File: src/rtl/mdio_pkg.sv
package mdio_pkg;

  localparam int FRAME_BITS = 64;
  localparam int PRE_BITS   = 32;
  localparam int DATA_BITS  = 16;
  localparam int HDR_BITS   = 46;   // preamble through register address
  localparam logic [4:0] STATUS_REG = 5'd1;
  localparam logic [4:0] LAST_PHY   = 5'd31;

  typedef enum logic [1:0] {
    OP_READ  = 2'b00,
    OP_WRITE = 2'b01,
    OP_SCAN  = 2'b10,
    OP_NONE  = 2'b11
  } mdioOp_e;

  typedef struct packed {
    logic load;
    logic shift;
    logic sample;
    logic finish;
    logic isWrite;
    logic isScan;
  } dpCtl_t;

endpackage

File: src/rtl/mdio_ctrl.sv
module mdio_ctrl
  import mdio_pkg::*;
#(
  parameter int PHASE_CYC = 17
) (
  input  logic        clk,
  input  logic        rstN,
  input  logic        cmdValid,
  input  logic [1:0]  cmdOp,
  input  logic [4:0]  cmdPhy,
  input  logic [4:0]  cmdReg,
  input  logic [15:0] cmdWrData,
  input  logic        respUsable,
  output dpCtl_t      ctl,
  output logic [4:0]  ldPhy,
  output logic [4:0]  ldReg,
  output logic        ldWrite,
  output logic [15:0] ldData,
  output logic [4:0]  curPhy,
  output logic        busy,
  output logic        mdc,
  output logic        drive
);

  localparam int CW = (PHASE_CYC > 1) ? $clog2(PHASE_CYC) : 1;
  localparam int BW = $clog2(FRAME_BITS);
  localparam logic [CW-1:0] CNT_LAST  = CW'(PHASE_CYC - 1);
  localparam logic [BW-1:0] BIT_LAST  = BW'(FRAME_BITS - 1);
  localparam logic [BW-1:0] BIT_HDR   = BW'(HDR_BITS);
  localparam logic [BW-1:0] BIT_DATA0 = BW'(FRAME_BITS - DATA_BITS);

  logic          runQ;
  logic [1:0]    opQ;
  logic [4:0]    phyQ;
  logic [CW-1:0] cntQ;
  logic [1:0]    phaseQ;
  logic [BW-1:0] bitQ;

  logic accept, phaseEnd, bitEnd, frameEnd, scanNext;

  always_comb begin
    accept   = cmdValid && !runQ && (cmdOp != OP_NONE);
    phaseEnd = runQ && (cntQ == CNT_LAST);
    bitEnd   = phaseEnd && (phaseQ == 2'd2);
    frameEnd = bitEnd && (bitQ == BIT_LAST);
    scanNext = frameEnd && (opQ == OP_SCAN) && !respUsable && (phyQ != LAST_PHY);
  end

  // fields of the next frame to be loaded
  always_comb begin
    if (accept) begin
      ldPhy   = (cmdOp == OP_SCAN) ? 5'd0 : cmdPhy;
      ldReg   = (cmdOp == OP_SCAN) ? STATUS_REG : cmdReg;
      ldWrite = (cmdOp == OP_WRITE);
      ldData  = cmdWrData;
    end else begin
      ldPhy   = phyQ + 5'd1;
      ldReg   = STATUS_REG;
      ldWrite = 1'b0;
      ldData  = '0;
    end
  end

  always_comb begin
    ctl.load    = accept || scanNext;
    ctl.shift   = bitEnd && !frameEnd;
    ctl.sample  = phaseEnd && (phaseQ == 2'd1) && (opQ != OP_WRITE) && (bitQ >= BIT_DATA0);
    ctl.finish  = frameEnd && !scanNext;
    ctl.isWrite = (opQ == OP_WRITE);
    ctl.isScan  = (opQ == OP_SCAN);
  end

  always_ff @(posedge clk) begin
    if (!rstN) begin
      runQ   <= 1'b0;
      opQ    <= OP_READ;
      phyQ   <= '0;
      cntQ   <= '0;
      phaseQ <= '0;
      bitQ   <= '0;
    end else if (accept) begin
      runQ   <= 1'b1;
      opQ    <= cmdOp;
      phyQ   <= ldPhy;
      cntQ   <= '0;
      phaseQ <= '0;
      bitQ   <= '0;
    end else if (runQ) begin
      if (phaseEnd) begin
        cntQ <= '0;
        if (phaseQ == 2'd2) begin
          phaseQ <= '0;
          if (frameEnd) begin
            bitQ <= '0;
            if (scanNext) phyQ <= phyQ + 5'd1;
            else          runQ <= 1'b0;
          end else begin
            bitQ <= bitQ + 1'b1;
          end
        end else begin
          phaseQ <= phaseQ + 2'd1;
        end
      end else begin
        cntQ <= cntQ + 1'b1;
      end
    end
  end

  assign curPhy = phyQ;
  assign busy   = runQ;
  assign mdc    = runQ && (phaseQ == 2'd1);
  assign drive  = runQ && ((bitQ < BIT_HDR) || (opQ == OP_WRITE));

endmodule

File: src/rtl/mdio_dp.sv
module mdio_dp
  import mdio_pkg::*;
#(
  parameter bit OPEN_DRAIN = 1'b0
) (
  input  logic        clk,
  input  logic        rstN,
  input  dpCtl_t      ctl,
  input  logic [4:0]  ldPhy,
  input  logic [4:0]  ldReg,
  input  logic        ldWrite,
  input  logic [15:0] ldData,
  input  logic [4:0]  curPhy,
  input  logic        drive,
  input  logic        mdioIn,
  output logic        respUsable,
  output logic        done,
  output logic [15:0] rdData,
  output logic        error,
  output logic [4:0]  foundPhy,
  output logic        mdioOut,
  output logic        mdioOe
);

  logic [FRAME_BITS-1:0] frameQ;
  logic [DATA_BITS-1:0]  rdShiftQ;
  logic                  bitNow;

  always_ff @(posedge clk) begin
    if (!rstN) begin
      frameQ   <= '1;
      rdShiftQ <= '0;
      done     <= 1'b0;
      rdData   <= '0;
      error    <= 1'b0;
      foundPhy <= '0;
    end else begin
      done <= ctl.finish;
      if (ctl.load)
        frameQ <= {{PRE_BITS{1'b1}}, 2'b01, (ldWrite ? 2'b01 : 2'b10),
                   ldPhy, ldReg, 2'b10, ldData};
      else if (ctl.shift)
        frameQ <= {frameQ[FRAME_BITS-2:0], 1'b1};
      if (ctl.sample)
        rdShiftQ <= {rdShiftQ[DATA_BITS-2:0], mdioIn};
      if (ctl.finish) begin
        if (!ctl.isWrite) rdData <= rdShiftQ;
        if (ctl.isScan)   foundPhy <= curPhy;
        error <= ctl.isScan && !respUsable;
      end
    end
  end

  assign respUsable = (rdShiftQ != '0) && (rdShiftQ != '1);
  assign bitNow     = frameQ[FRAME_BITS-1];

  generate
    if (OPEN_DRAIN) begin : g_od
      assign mdioOe  = drive & ~bitNow;
      assign mdioOut = 1'b0;
    end else begin : g_pp
      assign mdioOe  = drive;
      assign mdioOut = drive & bitNow;
    end
  endgenerate

endmodule

File: src/rtl/mdio_master.sv
module mdio_master
  import mdio_pkg::*;
#(
  parameter int PHASE_CYC  = 17,
  parameter bit OPEN_DRAIN = 1'b0
) (
  input  logic        clk,
  input  logic        rstN,
  input  logic        cmdValid,
  input  logic [1:0]  cmdOp,
  input  logic [4:0]  cmdPhy,
  input  logic [4:0]  cmdReg,
  input  logic [15:0] cmdWrData,
  output logic        busy,
  output logic        done,
  output logic [15:0] rdData,
  output logic        error,
  output logic [4:0]  foundPhy,
  output logic        mdc,
  output logic        mdioOut,
  output logic        mdioOe,
  input  logic        mdioIn
);

  dpCtl_t      ctl;
  logic [4:0]  ldPhy, ldReg, curPhy;
  logic        ldWrite, respUsable, drive;
  logic [15:0] ldData;

  mdio_ctrl #(.PHASE_CYC(PHASE_CYC)) u_ctrl (
    .clk(clk), .rstN(rstN), .cmdValid(cmdValid), .cmdOp(cmdOp),
    .cmdPhy(cmdPhy), .cmdReg(cmdReg), .cmdWrData(cmdWrData),
    .respUsable(respUsable), .ctl(ctl), .ldPhy(ldPhy), .ldReg(ldReg),
    .ldWrite(ldWrite), .ldData(ldData), .curPhy(curPhy),
    .busy(busy), .mdc(mdc), .drive(drive)
  );

  mdio_dp #(.OPEN_DRAIN(OPEN_DRAIN)) u_dp (
    .clk(clk), .rstN(rstN), .ctl(ctl), .ldPhy(ldPhy), .ldReg(ldReg),
    .ldWrite(ldWrite), .ldData(ldData), .curPhy(curPhy), .drive(drive),
    .mdioIn(mdioIn), .respUsable(respUsable), .done(done), .rdData(rdData),
    .error(error), .foundPhy(foundPhy), .mdioOut(mdioOut), .mdioOe(mdioOe)
  );

endmodule

File: config.mk
export PLATFORM = sky130hd
export DESIGN_NAME = mdio_master
export DESIGN_NICKNAME = d
export VERILOG_FILES = /design/src/rtl/mdio_pkg.sv /design/src/rtl/mdio_ctrl.sv /design/src/rtl/mdio_dp.sv /design/src/rtl/mdio_master.sv
export SDC_FILE = /design/constraint.sdc
export NUM_CORES = 1
export LEC_CHECK = 0
export BUFFER_PORTS_ARGS = -buffer_cell sky130_fd_sc_hd__buf_4
export CORE_UTILIZATION = 45
export DETAILED_ROUTE_END_ITERATION = 6
export GPL_TIMING_DRIVEN = 1
export PLACE_DENSITY = 0.74
export SYNTH_ARGS = -nofsm -noshare
export SYNTH_HDL_FRONTEND = slang
export SYNTH_HIERARCHICAL = 1
export SYNTH_SLANG_ARGS = --single-unit
File: constraint.sdc
create_clock -name clk -period 2.2 [get_ports clk]
set_input_delay 0.11 -clock clk [delete_from_list [all_inputs] [get_ports clk]]
set_output_delay 0.11 -clock clk [all_outputs]
set_load 0.05 [all_outputs]
==> flow_summary.ini, run 1 <==
[synth]
yosysMostFrequentCell = dfxtp_1
syn_avg_cell_area_sq_um = 9.69
synthXorXnorAreaFrac_pct = 1.09
synth_compound_area_share_pct = 6.53
yosysTopAreaCell = dfxtp_1
synth_warnings = 6
synth_adder_area_share_pct = 1.11
synth_commonest_cells = dfxtp_1, nand2_1, mux2i_1
synthMuxAreaShare_pct = 21.3
yosysTopAreaCellShare_pct = 44.1
ys_ff_latch = 124
synth_ff_type = dfxtp_1
postSynthCellCount = 581
syn_nets = 618
seq_area_frac_synth_pct = 44.1
synth_top_family_by_area = multiplexers
synthArstFlopShare_pct = 0
synth.area.top_cells = dfxtp_1, mux2i_1, nand2_1
synthSimpleGateAreaFrac_pct = 20.6
syn_area_sq_um = 5630
ys_types = 49
synth_edf_count = 0

[global_routing]
grtUsageMet3_pct = 4.46
grtUsageMet1_pct = 23.9
grtUsageMet2_pct = 29.5
grt_pass1_vias = 4100
grt_pass1_wl_microns = 19000
gr-total-overflow = 0
grt.total_usage_pct = 18.5
grt.busiest_layer = met2
grt_start_max_net_pins = 57
antenna_found_initial = 0

[placement]
gp_congestion = 0.841
placed_cells = 789
dp_hpwl_microns = 7470
io_buffers = 58

[status]
status = finished clean

[cells_and_area]
multi_input_area_sq_um = 2910
antenna_cells = 0
final_cells = 834
fin_nets = 690
ff_latch_area_sq_um = 2490
area_delta_synth_final_pct = 27.5
final_layout_size_suffix_gt1_share_pct = 26.4
fillCellCount = 1008

[route]
wl_per_cell_microns = 14.4
wl_microns = 12000
via_count = 4286
vias_per_cell = 5.14
drc = 0
drt_first_pass_iters = 5
dr.first_iter.drc_count = 252
final_antenna_net_count = 0

[power]
power_density_nw_per_um2 = 811
p_leak_nw = 2.79
p_total_mw = 5.82
ir_drop_mv = 0.436

[setup_path]
timing.rr.end = u_dp/frameQ[6]$_SDFFE_PN1P_
r2r-start = u_dp/rdShiftQ[12]$_SDFFE_PN0P_
cp_top_family = simple AND/OR/NAND/NOR gates
cp-end-kind = flop
ff2ff_path_depth = 10
ff2ff_setup_slack_ns = 0.02
slowest_delay_ns = 0.37
cp_data_arrival_time_ns = 2.47
cp_slowest_cell = dfxtp_2
crit_chain = nand4_1, nor4_1, nor2_1, nor2_2, nand2_2, o21a_4, inv_4, buf_12, mux2i_1, nand2_1
path_depth = 10
path_buf_inv = 2
cp_max_fo = 13
cp-start-kind = flop
worstSetupPathType = reg -> reg
cp.required_ns = 2.49
timing.critical_path.from = u_dp/rdShiftQ[12]$_SDFFE_PN0P_

[floorplan]
ios = 59
coreArea_sq_um = 12100
dieHeight_microns = 114
die-area_sq_um = 13000
dieWidth_microns = 114
initial_core_util_pct = 46.5
rows = 40

[sta]
drv_slew = 0
finalClockSkew_ns = 0.00942
period_share_pct = 99.0
worstMarginPinSlew_ns = 0.474
setup_tns_ns = 0
min_period_ns = 2.18
holdWs_ns = 0.0187
finalHoldViolations = 0
fmax_mhz = 459
relSlewSlack_pct = 68.4
finalSetupViolCount = 0

[hold_path]
worst_hold_path.endpoint = u_dp/frameQ[18]$_SDFFE_PN1P_
hp-class = in -> reg
min_from = cmdReg[0]
min_delay_path_depth = 4

[clock_tree]
cts.clk_slew.worst_paths_ns = 0.06
clock_sinks = 124
cts_buffers = 17
cts_tree = built
clk_path_buf_depth = 2
worstSkewPairLatency_ns = 0.42
cts_max_level = 4
root_buffer = clkbuf_16

[job]
cap_violations = 0
[what timing repair did]
item                                   4_1_cts  5_1_grt
setup buffers                                0        4
cloned                                       0        4
endpoints found under the hold margin        5        0
hold buffers                                 5        0
setup endpoints to repair                   24       78
gates resized for setup                      4       25
pin swaps                                    0        4
[worst max path at each step]
| stage | to | slack (ns) |
|---|---|---|
| floorplan | u_dp/frameQ[10]$_SDFFE_PN1P_ | 0.04 |
| global placement | u_dp/frameQ[59]$_SDFFE_PP1P_ | 0.06 |
| detailed placement | u_dp/rdData[4]$_SDFFE_PN0P_ | -0.07 |
| CTS | u_dp/frameQ[12]$_SDFFE_PN1P_ | 0.02 |
| global route | u_ctrl/curPhy[2]$_SDFFE_PN0P_ | -0.20 |
| finish | u_dp/frameQ[6]$_SDFFE_PN1P_ | 0.02 |
[power breakdown]
part           total [mW]  internal (mW)  switching, mW
Clock                3.06           2.04           1.02
Sequential           2.34           2.30         0.0362
Combinational       0.419          0.219          0.200
[kinds of logic after synthesis]
kind of cell / Yosys count
muxes: 109
AOI/OAI and AO/OA: 55
adders and majority gates: 5
buffers and inverters: 47
and+or+nand+nor: 234
DFF: 124
xor gates and xnor gates: 7
[routing by layer]
layer,up-vias,wire (microns)
li1,2143,-
met1,2064,5730
met2,70,5730
met3,9,390
met4,0,133
met5,-,0
[through the flow]
stage / instance area (sq um) / worst slack [ns] / utilization, %
final: 7180 / 0.0215 / 59.3
after global routing: 7180 / -0.197 / 59.3
after CTS: 6970 / 0.0240 / 57.5
after detailed placement: 6250 / -0.0659 / 51.6
after global placement: 6250 / 0.0552 / 51.6
after floorplan: 5630 / 0.0377 / -
[tightest hold or removal path, delay by kind of cell]
family                 cells  cell delay (ns)
muxes                      1             0.06
buffers and inverters      1             0.08
and+or+nand+nor            2             0.15
[sequential cells by signal (all words and copies together), names as in the netlist]
| signal | count |
|---|---|
| u_ctrl/phaseQ | 2 |
| u_dp/error | 1 |
| u_dp/done | 1 |
| u_ctrl/opQ | 2 |
| u_ctrl/busy | 1 |
| u_ctrl/bitQ | 6 |
| u_ctrl/curPhy | 5 |
| u_ctrl/cntQ | 5 |
| u_dp/frameQ | 64 |
| u_dp/rdShiftQ | 16 |
| u_dp/rdData | 16 |
| u_dp/foundPhy | 5 |
[layout make-up]
| class | instances | share of cell area, % |
|---|---|---|
| Tap cell | 168 | 2.93 |
| Sequential cell | 124 | 34.7 |
| Timing Repair Buffer | 93 | 12.3 |
| Clock inverter | 14 | 3.03 |
| Multi-Input combinational cell | 410 | 40.5 |
| Inverter | 7 | 0.401 |
| Clock buffer | 18 | 6.12 |
[cells in the final DEF, fill, tap and decap left out, types with 3 or more instances in the layout]
master         count
nand2_1          116
dfxtp_1          116
mux2i_1           81
buf_4             76
and3_1            23
clkbuf_16         21
nor2b_1           20
mux2_4            20
nand3_1           16
a21oi_1           13
a21boi_0          11
nor2_1            10
a21boi_1          10
dfxtp_2            8
o21ai_0            7
nand4_1            7
mux2_2             7
and2_1             6
buf_12             6
bufinv_16          5
dlygate4sd3_1      5
inv_1              5
xor2_1             5
nand2b_1           4
or4_1              4
clkinvlp_4         3
clkinv_4           3
o21a_1             3
ha_2               3
nor4_1             3
(Power assumes the default switching activity.)
==> inputs of run 2 (changes only) <==
--- a/config.mk
+++ b/config.mk
@@ -9,7 +9,8 @@
 export CORE_UTILIZATION = 45
 export DETAILED_ROUTE_END_ITERATION = 6
 export GPL_TIMING_DRIVEN = 1
-export PLACE_DENSITY = 0.74
+export HOLD_SLACK_MARGIN = 0.05
+export PLACE_DENSITY = 0.72
 export SYNTH_ARGS = -nofsm -noshare
 export SYNTH_HDL_FRONTEND = slang
 export SYNTH_HIERARCHICAL = 1
==> constraint.sdc (replaced) <==
create_clock -name clk -period 2.3 [get_ports clk]
set_input_delay 0.115 -clock clk [delete_from_list [all_inputs] [get_ports clk]]
set_output_delay 0.115 -clock clk [all_outputs]
set_load 0.05 [all_outputs]
==> run 2 against run 1 <==
Effect of this change:
- global-route usage is 0.25 points higher
- combinational power down 1%
- wire length down 2.1%
- utilization decreased by 0.52 points
- clock power is 14% lower
- clock skew grew 0.0036 ns
- critical path depth did not move
- worst hold slack gained 0.050 ns
- power decreased by 9.5%
- die area unchanged
- critical endpoint is now u_dp/frameQ[3]$_SDFFE_PN1P_
- highest routed layer unchanged
==> flow_summary.ini, run 2 (synthesis results as in run 1) <==
[floorplan]
coreArea_sq_um = 12100
dieWidth_microns = 114
rows = 40
dieHeight_microns = 114
ios = 59
die-area_sq_um = 13000
initial_core_util_pct = 46.5

[placement]
post-place-ws_ns = -0.120
gp_congestion = 0.812
io_buffers = 58
placed_cells = 804
dp_hpwl_microns = 7760
place_area_sq_um = 6330

[route]
wl_per_cell_microns = 13.9
vias_per_cell = 5.12
dr.first_iter.drc_count = 220
via_count = 4324
final_antenna_net_count = 0
drt_first_pass_iters = 5
wl_microns = 11700
drc = 0

[setup_path]
cp-end-kind = flop
timing.rr.end = u_dp/frameQ[3]$_SDFFE_PN1P_
cp-start-kind = flop
ff2ff_path_depth = 10
timing.critical_path.from = u_ctrl/cntQ[0]$_SDFFE_PP0P_
cp.required_ns = 2.58
cp_data_arrival_time_ns = 2.45
r2r-start = u_ctrl/cntQ[0]$_SDFFE_PP0P_
worstSetupPathType = reg -> reg
cp_max_fo = 17
ff2ff_setup_slack_ns = 0.14

[hold_path]
min_from = cmdWrData[11]
worst_hold_path.endpoint = u_dp/frameQ[11]$_SDFFE_PN1P_
hp-class = in -> reg
min_delay_path_depth = 4

[cells_and_area]
largestRegisters = u_dp/frameQ (64), u_dp/rdData (16), u_dp/rdShiftQ (16)
largest_register_ffs = 64
antenna_cells = 0
fin_nets = 702
top_register = u_dp/frameQ
final_cells = 845
area_delta_synth_final_pct = 26.4
final_layout_size_suffix_gt1_share_pct = 25.8
design_area_sq_um = 7110
layout_common_cells = nand2_1, dfxtp_1, buf_4, mux2i_1, and3_1

[sta]
worstMarginPinSlew_ns = 0.677
layout_setup_ws_ns = 0.137
drv_slew = 0
fmax_mhz = 462
finalHoldViolations = 0
period_share_pct = 94.0
relSlewSlack_pct = 54.8
finalClockSkew_ns = 0.0130
finalSetupViolCount = 0
rsz0062_at_grt = no
min_period_ns = 2.16

[clock_tree]
worstSkewPairLatency_ns = 0.41
clock_sinks = 124
cts_max_level = 4
cts_buffers = 17
cts.clk_slew.worst_paths_ns = 0.06
cts_tree = built
root_buffer = clkbuf_16
cts_setup_buffers = 0
clk_path_buf_depth = 2

[global_routing]
antenna_found_initial = 0
grt.total_usage_pct = 18.8
grt_pass1_vias = 4217
grt_start_max_net_pins = 53
grt_pass1_wl_microns = 19500
gr-total-overflow = 0

[job]
cap_violations = 0

[status]
status = finished clean

[power]
power_density_nw_per_um2 = 740
pwr-share-comb_pct = 7.9
p_sw_mw = 1.18
power.internal_mw = 4.08
p_sw_share_pct = 22.5
clkPwrFrac_pct = 49.7
ir_drop_mv = 0.357
p_leak_nw = 2.81
p_seq_share_pct = 42.4
[run 2: cell count changes in the layout (fill, tap and decap cells not counted), sizes merged]
cell / before / now
inv: 8 / 10
bufinv: 5 / 2
clkbuf: 22 / 21
dlygate4sd3: 5 / 8
buf: 84 / 95
clkinvlp: 3 / 2
[run 2: stage by stage]
step                      power (mW)  hold slack (ns)  utilization, %  TNS (ns)
after floorplan                 2.54            0.249               -         0
after global placement          2.65            0.379            52.3         0
after detailed placement        2.66            0.387            52.3     -2.61
after CTS                       5.31           0.0534            57.9         0
after global routing            5.46           0.0697            58.7         0
final                           5.26           0.0686            58.7         0
[run 2: worst max-delay path, stage by stage (launching register included)]
cell	delay (ns)
dfxtp_1	0.31
inv_1	0.08
ha_1	0.17
and4bb_2	0.28
buf_4	0.14
nand2_1	0.10
nor2_4	0.17
buf_12	0.21
mux2_2	0.36
mux2i_1	0.16
nand2_1	0.07
[run 2: repair_timing]
item,4_1_cts,5_1_grt
gates cloned,0,2
hold buffers,8,0
endpoints found under the setup margin,34,51
pin swaps,0,2
endpoints found under the hold margin,9,0
gates resized for setup,2,16
[run 2: how the worst max path moves through the flow]
stage	end	slack, ns	cells past startpoint
after global routing	u_dp/frameQ[59]$_SDFFE_PP1P_	0.02	10
after global placement	u_dp/frameQ[50]$_SDFFE_PP1P_	0.02	9
after CTS	u_dp/frameQ[28]$_SDFFE_PN1P_	0.04	11
after floorplan	u_dp/frameQ[10]$_SDFFE_PN1P_	0.03	10
after detailed placement	u_dp/frameQ[36]$_SDFFE_PP1P_	-0.12	9
final	u_dp/frameQ[3]$_SDFFE_PN1P_	0.14	10
[run 2: metal layers]
layer	vias to the layer above	wire, microns	global-route usage [%]
li1	2168	-	-
met1	2060	5330	23.4
met2	87	5860	31.6
met3	9	428	4.84
met4	0	114	6.23
met5	-	0	0
[run 2: power by group through the flow]
stage	clock network, mW	registers, mW	logic, mW
3_3_place_gp	0	2.27	0.373
4_1_cts	2.68	2.23	0.399
2_1_floorplan	0	2.28	0.259
6_report	2.62	2.23	0.414
3_5_place_dp	0	2.28	0.382
5_1_grt	2.77	2.24	0.450
[run 2: final cells by class]
cell class,count,area (sq um)
Clock buffer,19,453
Tap cell,168,210
Inverter,7,26.3
Clock inverter,12,138
Sequential cell,124,2490
Fill cell,1054,5000
Multi-Input combinational cell,410,2890
Timing Repair Buffer,105,905
